### src/rtl/spi_fe_pkg.sv
package spi_fe_pkg;
  typedef enum logic [1:0] {
    FE_IDLE   = 2'd0,
    FE_OPCODE = 2'd1,
    FE_DATA   = 2'd2,
    FE_MUTE   = 2'd3
  } fe_state_t;

  localparam int SEL_W = 2;

  function automatic logic sel_none(input logic [SEL_W-1:0] s);
    return &s;
  endfunction

  function automatic logic sel_both(input logic [SEL_W-1:0] s);
    return ~|s;
  endfunction

  function automatic logic sel_single(input logic [SEL_W-1:0] s);
    return ^s;
  endfunction
endpackage

### src/rtl/spi_fe_sync.sv
module spi_fe_sync #(
  parameter int WIDTH = 1,
  parameter int STAGES = 2,
  parameter logic [WIDTH-1:0] RESET_VAL = '0
) (
  input  logic             clk,
  input  logic             rst,
  input  logic [WIDTH-1:0] d,
  output logic [WIDTH-1:0] q
);
  generate
    if (STAGES <= 1) begin : g_single
      logic [WIDTH-1:0] stage;
      always_ff @(posedge clk) begin
        if (rst) stage <= RESET_VAL;
        else     stage <= d;
      end
      assign q = stage;
    end else begin : g_chain
      logic [STAGES-1:0][WIDTH-1:0] stage;
      always_ff @(posedge clk) begin
        if (rst) stage <= {STAGES{RESET_VAL}};
        else     stage <= {stage[STAGES-2:0], d};
      end
      assign q = stage[STAGES-1];
    end
  endgenerate
endmodule

### src/rtl/spi_fe_opmatch.sv
module spi_fe_opmatch #(
  parameter int BYTE_W = 8,
  parameter int NUM_OPS = 5,
  parameter logic [NUM_OPS*BYTE_W-1:0] OP_LIST = {8'h03, 8'h02, 8'h06, 8'h20, 8'h05}
) (
  input  logic [BYTE_W-1:0] code,
  output logic              hit
);
  logic [NUM_OPS-1:0] hit_vec;

  generate
    for (genvar g = 0; g < NUM_OPS; g++) begin : g_cmp
      assign hit_vec[g] = (code == OP_LIST[g*BYTE_W +: BYTE_W]);
    end
  endgenerate

  assign hit = |hit_vec;
endmodule

### src/rtl/spi_fe_shifter.sv
module spi_fe_shifter #(
  parameter int BYTE_W = 8
) (
  input  logic              clk,
  input  logic              rst,
  input  logic              clear,
  input  logic              shift_en,
  input  logic              bit_in,
  output logic              byte_done,
  output logic [BYTE_W-1:0] byte_next
);
  localparam int CNT_W = (BYTE_W > 2) ? $clog2(BYTE_W) : 1;
  localparam logic [CNT_W-1:0] LAST_BIT = CNT_W'(BYTE_W - 1);

  logic [CNT_W-1:0]  bit_cnt;
  logic [BYTE_W-2:0] partial;

  assign byte_next = {partial, bit_in};
  assign byte_done = shift_en && (bit_cnt == LAST_BIT);

  always_ff @(posedge clk) begin
    if (rst || clear) begin
      bit_cnt <= '0;
      partial <= '0;
    end else if (shift_en) begin
      partial <= byte_next[BYTE_W-2:0];
      bit_cnt <= byte_done ? '0 : bit_cnt + 1'b1;
    end
  end
endmodule

### src/rtl/spi_cmd_frontend.sv
module spi_cmd_frontend
  import spi_fe_pkg::*;
#(
  parameter int BYTE_W = 8,
  parameter int NUM_OPS = 5,
  parameter int SYNC_STAGES = 2,
  parameter logic [NUM_OPS*BYTE_W-1:0] OP_LIST = {8'h03, 8'h02, 8'h06, 8'h20, 8'h05}
) (
  input  logic              clk,
  input  logic              rst,
  input  logic              sck,
  input  logic              cs0_n,
  input  logic              cs1_n,
  input  logic              mosi,
  output logic              opcode_valid,
  output logic [BYTE_W-1:0] opcode,
  output logic              byte_valid,
  output logic [BYTE_W-1:0] byte_data,
  output logic              txn_end
);
  localparam int PIN_W = 2 + SEL_W;

  logic [PIN_W-1:0] pins_s;
  logic             sck_s, sck_q, mosi_s, sck_rise;
  logic [SEL_W-1:0] sel_s, sel_start;
  fe_state_t        state;
  logic             in_txn, shift_en, clear_bits, byte_done, code_hit;
  logic [BYTE_W-1:0] byte_next;

  spi_fe_sync #(
    .WIDTH(PIN_W), .STAGES(SYNC_STAGES), .RESET_VAL({1'b0, 2'b11, 1'b0})
  ) u_sync (
    .clk(clk), .rst(rst), .d({sck, cs1_n, cs0_n, mosi}), .q(pins_s)
  );

  assign sck_s  = pins_s[PIN_W-1];
  assign sel_s  = pins_s[SEL_W:1];
  assign mosi_s = pins_s[0];

  always_ff @(posedge clk) begin
    if (rst) sck_q <= 1'b0;
    else     sck_q <= sck_s;
  end

  assign sck_rise   = sck_s && !sck_q;
  assign in_txn     = (state == FE_OPCODE) || (state == FE_DATA);
  assign shift_en   = sck_rise && in_txn && (sel_s == sel_start);
  assign clear_bits = !in_txn;

  spi_fe_shifter #(.BYTE_W(BYTE_W)) u_shift (
    .clk(clk), .rst(rst), .clear(clear_bits), .shift_en(shift_en),
    .bit_in(mosi_s), .byte_done(byte_done), .byte_next(byte_next)
  );

  spi_fe_opmatch #(.BYTE_W(BYTE_W), .NUM_OPS(NUM_OPS), .OP_LIST(OP_LIST)) u_match (
    .code(byte_next), .hit(code_hit)
  );

  always_ff @(posedge clk) begin
    if (rst) begin
      state        <= FE_IDLE;
      sel_start    <= '1;
      opcode_valid <= 1'b0;
      opcode       <= '0;
      byte_valid   <= 1'b0;
      byte_data    <= '0;
      txn_end      <= 1'b0;
    end else begin
      opcode_valid <= 1'b0;
      byte_valid   <= 1'b0;
      txn_end      <= 1'b0;
      unique case (state)
        FE_IDLE: begin
          if (sel_single(sel_s)) begin
            state     <= FE_OPCODE;
            sel_start <= sel_s;
          end else if (sel_both(sel_s)) begin
            state <= FE_MUTE;
          end
        end
        FE_OPCODE, FE_DATA: begin
          if (sel_none(sel_s)) begin
            state   <= FE_IDLE;
            txn_end <= (state == FE_DATA);
          end else if (sel_s != sel_start) begin
            state <= FE_MUTE;
          end else if (byte_done) begin
            if (state == FE_DATA) begin
              byte_valid <= 1'b1;
              byte_data  <= byte_next;
            end else if (code_hit) begin
              opcode_valid <= 1'b1;
              opcode       <= byte_next;
              state        <= FE_DATA;
            end else begin
              state <= FE_MUTE;
            end
          end
        end
        FE_MUTE: begin
          if (sel_none(sel_s)) state <= FE_IDLE;
        end
        default: state <= FE_IDLE;
      endcase
    end
  end
endmodule

### config.mk
export PLATFORM = sky130hd
export DESIGN_NAME = spi_cmd_frontend
export DESIGN_NICKNAME = d
export VERILOG_FILES = /design/src/rtl/spi_fe_pkg.sv /design/src/rtl/spi_fe_sync.sv /design/src/rtl/spi_fe_opmatch.sv /design/src/rtl/spi_fe_shifter.sv /design/src/rtl/spi_cmd_frontend.sv
export SDC_FILE = /design/constraint.sdc
export NUM_CORES = 1
export LEC_CHECK = 0
export BUFFER_PORTS_ARGS = -buffer_cell sky130_fd_sc_hd__buf_4
export CORE_MARGIN = 2
export CORE_UTILIZATION = 59
export CTS_CLUSTER_DIAMETER = 120
export DETAILED_ROUTE_END_ITERATION = 16
export HOLD_SLACK_MARGIN = 0.03
export PLACE_DENSITY_LB_ADDON = 0.12
export RECOVER_POWER = 100
export SLEW_MARGIN = 25
export SYNTH_ARGS = -nofsm -noshare
export SYNTH_HDL_FRONTEND = slang
export SYNTH_SLANG_ARGS = --single-unit
### constraint.sdc
create_clock -name clk -period 4 [get_ports clk]
set_clock_uncertainty 0.05 [all_clocks]
set_input_delay 0.2 -clock clk [delete_from_list [all_inputs] [get_ports clk]]
set_output_delay 0.2 -clock clk [all_outputs]
set_load 0.01 [all_outputs]
==> impl_metrics.toml <==
[outcome]
status = "finished, final reports clean"

[placed_design]
place_hpwl_um = 2010
place.gp.congestion = 0.770
io_buffer_count = 24
placed_cell_area_mm2 = 0.00186
dp_cells = 208

[floorplan]
start_util = 0.609
num_io_pins = 25
die_w_um = 56.9
fp.dieArea_mm2 = 0.00324
rows = 19
die_h_um = 56.9
core_area_mm2 = 0.00271

[final_layout]
final_area_mm2 = 0.00189
fin_cells = 220
syn_to_final_growth_pct = 14.2
final_net_count = 201
antennaDiodeCount = 0
final_core_util = 0.696
final_layout_size_suffix_gt1_frac = 0.116

[worst_setup_path]
critPathCapture = "byte_data[7]"
reg2reg_to = "byte_data[7]"
arrival_ps = 2930
cp.required_ps = 4200
reg2reg_from = "state[1]"
startpoint = "state[1]"
crit_path_end_kind = "flip-flop"
cp-start-kind = "flip-flop"
cp_max_fo = 13
worstSetupPathType = "flip-flop to flip-flop"
rrSetupSlack_ps = 1270
rr_worst_depth = 8

[pwr]
p_per_area_mw_per_mm2 = 440
vdd_drop_max_mv = 0.408
leakage_uw = 0.000748

[global_routing]
grt_overflow = 0
grt_pass1_vias = 1158
grt_pass1_wl_um = 4970
grt_start_max_net_pins = 30
antenna_found_initial = 0
track_usage = 0.202

[cts]
cts_resized = 0
cts-root-buf = "clkbuf_4"
post_cts_buffers = 0
cts_hold_buffers = 4
clkSlewWorstSetupHoldPaths_ps = 120
cts_tree = "built"
cts_sinks = 42
cts_max_level = 2
clock_latency_ps = 350
cts_buffers = 5
clk_path_buf_depth = 2

[flow_run]
maxCapViolations = 0

[sta]
setup_viol = 0
drv_slew = 0
worstMarginPinSlew_ps = 757
grt_setup_unrepaired = "false"
finalCritPeriodShare = 0.683
hold_viol = 0
layout_min_cycle_time_ps = 2730
whs_ps = 143
clock.fmax_mhz = 366
slew_headroom = 0.495
setup_tns_ps = 0

[min_path]
min-delay-path-class = "input port to flip-flop"

[route]
drtIter0Drc = 28
num_vias = 1184
via_per_inst = 5.38
drc = 0
routedWlPerCell_um = 13.2
drt_first_pass_iters = 5
drt_wl_total_um = 2910
postRouteAntennaNets = 0

[logic_synthesis]
syn_inst = 157
ys_async_sr_fraction = 0
ys.flop_type = "dfxtp_1"
synth_cell_types = 35
yosysWarnings = 0
ys_ff_latch = 42
yosysTopAreaCell = "dfxtp_1"
ys_seq_area_frac = 0.509
syn-num-nets = 170
synth.area.top_cells = "dfxtp_1 51%, mux2i_1 13%, nor2_1 6.6%"
syn_avg_cell_area_um2 = 10.5
synth_area_mm2 = 0.00165
synth_top_area_share = 0.509
synth_edf_count = 0
cell families (layout without fill, tap and decap cells):
logic type	after synthesis	in the layout	share of synthesized area
simple gates	67	67	0.220
flops	42	42	0.509
mux	22	22	0.134
compound gates	9	9	0.0545
buf+inv	8	40	0.0189
fa+ha+maj	7	7	0.0530
xor+xnor	2	2	0.0106
how the worst min path moves through the flow:
stage               start  cells after the start                 endpoint  slack (ps)
floorplan           cs0_n                      1  u_sync.g_chain.stage[1]         250
global placement    cs0_n                      2  u_sync.g_chain.stage[1]         330
detailed placement  cs0_n                      2  u_sync.g_chain.stage[1]         340
CTS                   rst                      2             byte_data[7]         140
global route          rst                      2             byte_data[7]         140
finish                rst                      2             byte_data[7]         140
cell usage after synthesis, types with 2 or more instances:
cell type and instances:
clkbuf_1 4, and3_1 2, nor4bb_1 2, nor2b_1 5, mux2i_1 21, nand2b_1 2
or2_2 6, inv_1 3, nor3_1 2, nor2_1 29, nor3b_1 2, nand3b_1 2
nand2_1 2, xor2_1 2, dfxtp_1 42, nand3_1 2, and2_1 5, ha_1 7
where the power goes:
group          leakage (uW)  switching, uW  internal [uW]
Sequential         0.000341           13.8            437
Clock             0.0000343            132           84.5
Combinational      0.000373           94.0           69.4
Total              0.000748            239            591
worst max-delay path: stages (launching register included):
cell	delay, ps
dfxtp_1	400
inv_1	60
ha_1	340
nand3b_1	130
nor3_1	140
clkbuf_1	600
nand3_1	550
mux2i_1	310
nor2_1	50
per-layer routing:
metal  GRT usage  wire [um]
met5           0          0
met1       0.234       1300
met3      0.0691        139
met2       0.337       1400
met4      0.0897         67
state kept, by name, indices dropped and copies added, names as in the netlist:
name	flops
byte_data	8
u_shift.bit_cnt	3
u_sync.q	4
opcode_valid	1
txn_end	1
sck_q	1
byte_valid	1
state	2
u_sync.g_chain.stage	4
opcode	8
sel_start	2
u_shift.partial	7
placed cells by master, fill, tap and decap left out, drive strengths merged, types with 3 or more instances in the layout:
cell type    count
nor2b            5
dfxtp           42
or2              6
nor2            29
clkbuf          30
and2             5
inv              3
mux2i           21
dlygate4sd3      4
ha               7
through the flow:
| stage | setup WS, ps | power [uW] |
|---|---|---|
| after floorplan | 1780 | 588 |
| after global placement | 1590 | 617 |
| after detailed placement | 1530 | 624 |
| after CTS | 1540 | 842 |
| after global routing | 974 | 883 |
| final | 1270 | 831 |
layout make-up:
cell class                 instances  area, um^2
timing repair buffer              29         153
inverter                           3        11.3
sequential                        42         841
clock inverter                     2        12.5
tap                               31        38.8
multi-input combinational        107         779
clock buffer                       6        51.3
fill                             233         823
Power figures use the tool's default switching activity.
